`src/rtl/blk_prot_pkg.sv`:
```
package blk_prot_pkg;
    localparam logic [1:0] ST_OPEN   = 2'b00;
    localparam logic [1:0] ST_LOCKED = 2'b01;
    localparam logic [1:0] ST_FROZEN = 2'b11;

    localparam logic [1:0] OP_NONE   = 2'b00;
    localparam logic [1:0] OP_LOCK   = 2'b01;
    localparam logic [1:0] OP_UNLOCK = 2'b10;
    localparam logic [1:0] OP_FREEZE = 2'b11;
endpackage

```
`src/rtl/blk_lock_slot.sv`:
```
module blk_lock_slot
    import blk_prot_pkg::*;
(
    input  logic [1:0] cur,
    input  logic       hit,
    input  logic [1:0] op,
    input  logic       ovr,
    output logic [1:0] nxt
);
    logic frozen;

    always_comb begin
        frozen = (cur == ST_FROZEN) && !ovr;
        nxt    = cur;
        if (hit) begin
            case (op)
                OP_FREEZE: nxt = ST_FROZEN;
                OP_LOCK:   if (!frozen) nxt = ST_LOCKED;
                OP_UNLOCK: if (!frozen) nxt = ST_OPEN;
                default:   nxt = cur;
            endcase
        end
    end
endmodule

```
`src/rtl/blk_state_sel.sv`:
```
module blk_state_sel
    import blk_prot_pkg::*;
#(
    parameter int NUM_BLKS = 71,
    parameter int IDX_W    = $clog2(NUM_BLKS)
) (
    input  logic [NUM_BLKS-1:0][1:0] st,
    input  logic [IDX_W-1:0]         idx,
    output logic                     in_range,
    output logic [1:0]               state
);
    localparam logic [IDX_W-1:0] LAST_IDX = IDX_W'(NUM_BLKS - 1);

    always_comb begin
        in_range = (idx <= LAST_IDX);
        state    = ST_FROZEN;
        if (in_range) state = st[idx];
    end
endmodule

```
`src/rtl/blk_prot_ctrl.sv`:
```
module blk_prot_ctrl
    import blk_prot_pkg::*;
#(
    parameter int NUM_BLKS = 71,
    parameter int IDX_W    = $clog2(NUM_BLKS)
) (
    input  logic             clk,
    input  logic             rst_n,
    input  logic             cmd_valid,
    input  logic [1:0]       cmd_op,
    input  logic [IDX_W-1:0] cmd_blk,
    input  logic             lockdn_ovr,
    input  logic             req_valid,
    input  logic [IDX_W-1:0] req_blk,
    output logic             req_allow,
    output logic             req_deny,
    input  logic [IDX_W-1:0] qry_blk,
    output logic [1:0]       qry_state,
    output logic             prot_err,
    output logic [IDX_W-1:0] err_blk,
    output logic             addr_err
);
    localparam logic [IDX_W-1:0] LAST_IDX = IDX_W'(NUM_BLKS - 1);

    typedef struct packed {
        logic [NUM_BLKS-1:0][1:0] st;
        logic                     perr;
        logic [IDX_W-1:0]         eblk;
        logic                     aerr;
    } regs_t;

    regs_t r_d, r_q;

    logic [NUM_BLKS-1:0][1:0] nxt_st;
    logic                     cmd_in;
    logic                     req_in;
    logic                     qry_in;
    logic [1:0]               req_st;

    assign cmd_in = (cmd_blk <= LAST_IDX);

    for (genvar i = 0; i < NUM_BLKS; i++) begin : g_slot
        blk_lock_slot u_slot (
            .cur (r_q.st[i]),
            .hit (cmd_valid && (cmd_blk == IDX_W'(i))),
            .op  (cmd_op),
            .ovr (lockdn_ovr),
            .nxt (nxt_st[i])
        );
    end

    blk_state_sel #(.NUM_BLKS(NUM_BLKS), .IDX_W(IDX_W)) u_req_sel (
        .st       (r_q.st),
        .idx      (req_blk),
        .in_range (req_in),
        .state    (req_st)
    );

    blk_state_sel #(.NUM_BLKS(NUM_BLKS), .IDX_W(IDX_W)) u_qry_sel (
        .st       (r_q.st),
        .idx      (qry_blk),
        .in_range (qry_in),
        .state    (qry_state)
    );

    always_comb begin
        req_allow = req_valid && req_in && (req_st == ST_OPEN);
        req_deny  = req_valid && !req_allow;

        r_d      = r_q;
        r_d.st   = nxt_st;
        r_d.perr = req_valid && req_in && (req_st != ST_OPEN);
        r_d.eblk = r_d.perr ? req_blk : '0;
        r_d.aerr = (cmd_valid && !cmd_in) || (req_valid && !req_in);
    end

    always_ff @(posedge clk or negedge rst_n) begin
        if (!rst_n) begin
            r_q    <= '0;
            r_q.st <= {NUM_BLKS{ST_LOCKED}};
        end else begin
            r_q    <= r_d;
        end
    end

    assign prot_err = r_q.perr;
    assign err_blk  = r_q.eblk;
    assign addr_err = r_q.aerr;

    logic unused_qry_in;
    assign unused_qry_in = qry_in;
endmodule

```
`config.mk`:
```
export PLATFORM = sky130hd
export DESIGN_NAME = blk_prot_ctrl
export DESIGN_NICKNAME = d
export VERILOG_FILES = /design/src/rtl/blk_prot_pkg.sv /design/src/rtl/blk_lock_slot.sv /design/src/rtl/blk_state_sel.sv /design/src/rtl/blk_prot_ctrl.sv
export SDC_FILE = /design/constraint.sdc
export NUM_CORES = 1
export LEC_CHECK = 0
export ABC_AREA = 1
export BUFFER_PORTS_ARGS = -buffer_cell sky130_fd_sc_hd__buf_2
export CAP_MARGIN = 20
export CORE_ASPECT_RATIO = 1.25
export CORE_MARGIN = 2
export CORE_UTILIZATION = 33
export CTS_CLUSTER_DIAMETER = 100
export DETAILED_ROUTE_END_ITERATION = 8
export SYNTH_ARGS = -nofsm -noshare
export SYNTH_HDL_FRONTEND = slang
export SYNTH_SLANG_ARGS = --single-unit
```
`constraint.sdc`:
```
create_clock -name clk -period 2.9 [get_ports clk]
set_input_delay 0.29 -clock clk [delete_from_list [all_inputs] [get_ports clk]]
set_output_delay 0.29 -clock clk [all_outputs]
set_load 0.03 [all_outputs]
```
==> results.ini <==
[die]
die_area_sq_mm = 0.0283
start_util = 0.334
core_sq_mm = 0.0267
fp.dieH_microns = 188
rows = 67
fp.dieW_microns = 151
ioPinCount = 41

[hold_path]
min_path_type = in -> reg

[pwr]
pwr-share-seq = 0.446
switching_share = 0.297
cellLeakagePower_uw = 0.00399
p_switching_uw = 1700
internal-power_uw = 4020
comb_power_share = 0.149
power_density_mw_per_mm2 = 567
peakVddDrop_mv = 0.410
clockPowerShare = 0.405

[critical_path]
cp.arrival_ps = 2300
worstPathMaxFanout = 19
critical_path.endpoint_type = primary output
cp_slowest_cell = buf_2
critical-path-top-delay-family = simple AND/OR/NAND/NOR gates
cp.required_ps = 2610
critPathBufInv = 3
slowest_delay_ps = 380
critPathLaunchType = input pin
critPathKind = in -> out
crit_chain = buf_2 > nand2_1 > inv_1 > nand2_1 > nor2_1 > nor2_1 > nand2_1 > nand2_1 > nor2_1 > nand2_1 > nand3_1 > nand3_2 > a21oi_1 > buf_2
crit_top_cell = nand2_1

[cts]
path_clk_slew_ps = 70
cts_sinks = 151
cts_tree = yes
worstSkewPairLatency_ps = 440
cts-root-buf = clkbuf_16
ctsHtreeMaxLevel = 4
cts_buffers = 17
cts_max_path_buffers = 2
cts_resized = 0
postCtsHoldBufs = 1
postCtsSetupBuffers = 0

[routing]
drc_errors = 0
firstDrtPassIters = 6
routedWlPerCell_microns = 18.7
vias = 8882
ant_nets = 0
via_per_inst = 5.61
wirelength_microns = 29600
dr.first_iter.drc_count = 969

[logic_synthesis]
synth_top_flop_cell = dfrtp_1
syn_area_per_cell_sq_um = 7.34
async_flop_share = 1.00
synth-edff-count = 0
synth_warnings = 0
syn_nets = 1245
ys_types = 34
synth_cells = 1213
yosysSeqAreaShare = 0.434
synth_area_sq_mm = 0.00891
ys_ff_latch = 151

[place]
port_buffers = 40
post_dp_cell_area_sq_mm = 0.00948
gp_congestion = 0.954
dp_hpwl_microns = 20300

[timing]
max_freq_mhz = 387
hold_violations = 0
finalSetupViolations = 0
rsz0062_at_grt = false
clock_skew_ps = 11.6
relSlewSlack = 0.466
worstMarginPinSlew_ps = 801
tns_ps = 0
fin_crit_sh = 0.892
drv_slew = 0
timing.final.crit_period_ps = 2590

[final_layout]
final_common_cell = nand2_1
drive_gt1_frac = 0.148
layout_common_cells = 279 x nand2_1, 212 x o21ai_0, 130 x nand3_1
area_growth_pct = 13.4
finalNetCount = 1256
post-route-util = 0.379
final_cell_area_sq_mm = 0.0101

[flow_run]
cap_viol_max_count = 0

[grt]
grt_pass1_wl_microns = 47400
antenna_found_initial = 2
grt_usage = 0.214
grt_pass1_vias = 8464
overflow = 0
grt_max_degree = 72

[status]
outcome = completed

[sequential cells by signal, summed over array words and instances, names as in the netlist]
register  flops
r_q         142
addr_err      1
prot_err      1
err_blk       7
[power by group through the flow]
| stage | Clock, uW | Combinational, uW | Sequential, uW |
|---|---|---|---|
| floorplan | 0 | 547 | 2510 |
| global placement | 0 | 836 | 2580 |
| detailed placement | 0 | 850 | 2570 |
| CTS | 2360 | 853 | 2540 |
| global route | 2450 | 959 | 2570 |
| finish | 2320 | 853 | 2550 |
[final cells by class]
cell class / instances / area (sq um)
antenna: 1 / 2.50
clock buffer: 20 / 457
clock inverter: 12 / 153
fill: 2778 / 16600
inverter: 67 / 251
multi-input combinational: 923 / 4460
sequential: 151 / 3870
tap: 345 / 432
timing repair buffer: 64 / 477
[worst paths after layout]
check	start	to	slack (ps)	cells after the start
min	req_valid	addr_err$_DFF_PN0_	90	3
max in group asynchronous	rst_n	r_q[99]$_DFFE_PN1P_	1710	3
min reg2reg	r_q[19]$_DFFE_PN1P_	r_q[19]$_DFFE_PN1P_	490	2
max	req_blk[1]	req_allow	310	14
min in group asynchronous	rst_n	r_q[72]$_DFFE_PN0P_	360	2
max reg2reg	r_q[57]$_DFFE_PN1P_	err_blk[1]$_DFF_PN0_	1110	12
[worst register-to-register path, cell delays in order, from the launching register on]
cell     delay [ps]
dfstp_2         550
nor2_1           40
nand2_1          70
nand3_1          80
nand2_1         110
nand2_1          50
nand2_1          90
nand2_1          70
nand2_1          70
nand3_1          90
nand3_2         130
nand3_4         130
nor2_1          190
[logic make-up after synthesis]
group | Yosys count | synth area share
buf+inv | 139 | 0.0659
mux | 2 | 0.00239
compound gates | 310 | 0.183
flops | 151 | 0.434
simple gates | 607 | 0.309
fa+ha+maj | 4 | 0.00562
[layer usage]
layer | vias up | track usage | routed length, microns
met3 | 85 | 0.0328 | 1970
met2 | 374 | 0.335 | 13500
met1 | 4196 | 0.283 | 12700
met4 | 0 | 0.117 | 1480
li1 | 4227 | - | -
met5 | - | 0 | 0
[Yosys cell counts, types with 2 or more instances]
| cell | instances | area share |
|---|---|---|
| nand3_1 | 130 | 0.073 |
| o21ai_0 | 212 | 0.12 |
| o22ai_1 | 9 | 0.0063 |
| dfstp_2 | 71 | 0.21 |
| nor2_1 | 99 | 0.042 |
| ha_1 | 4 | 0.0056 |
| nand2_1 | 279 | 0.12 |
| a31oi_1 | 2 | 0.0014 |
| inv_2 | 5 | 0.0021 |
| nor2_2 | 3 | 0.0021 |
| clkbuf_1 | 50 | 0.021 |
| buf_6 | 4 | 0.0051 |
| o211ai_1 | 16 | 0.013 |
| inv_1 | 62 | 0.026 |
| a21oi_1 | 35 | 0.020 |
| buf_4 | 5 | 0.0042 |
| o2111ai_1 | 2 | 0.0020 |
| o21ai_1 | 29 | 0.016 |
| buf_2 | 13 | 0.0073 |
| nand3b_1 | 6 | 0.0051 |
| nor4_4 | 3 | 0.0072 |
| dfrtp_1 | 80 | 0.22 |
| nor3_1 | 6 | 0.0034 |
| nand4_1 | 76 | 0.053 |
| o311ai_0 | 2 | 0.0020 |
| nand3_2 | 2 | 0.0022 |
[metrics by stage]
step,setup WS (ps),power [uW],instances,hold slack [ps]
finish,313,5720,1583,93.8
global route,154,5980,1583,106
CTS,342,5750,1582,76.9
detailed placement,349,3420,1549,266
global placement,333,3410,1549,265
floorplan,855,3060,1213,-5.59
Note: power is estimated with default switching activity, not from simulation.
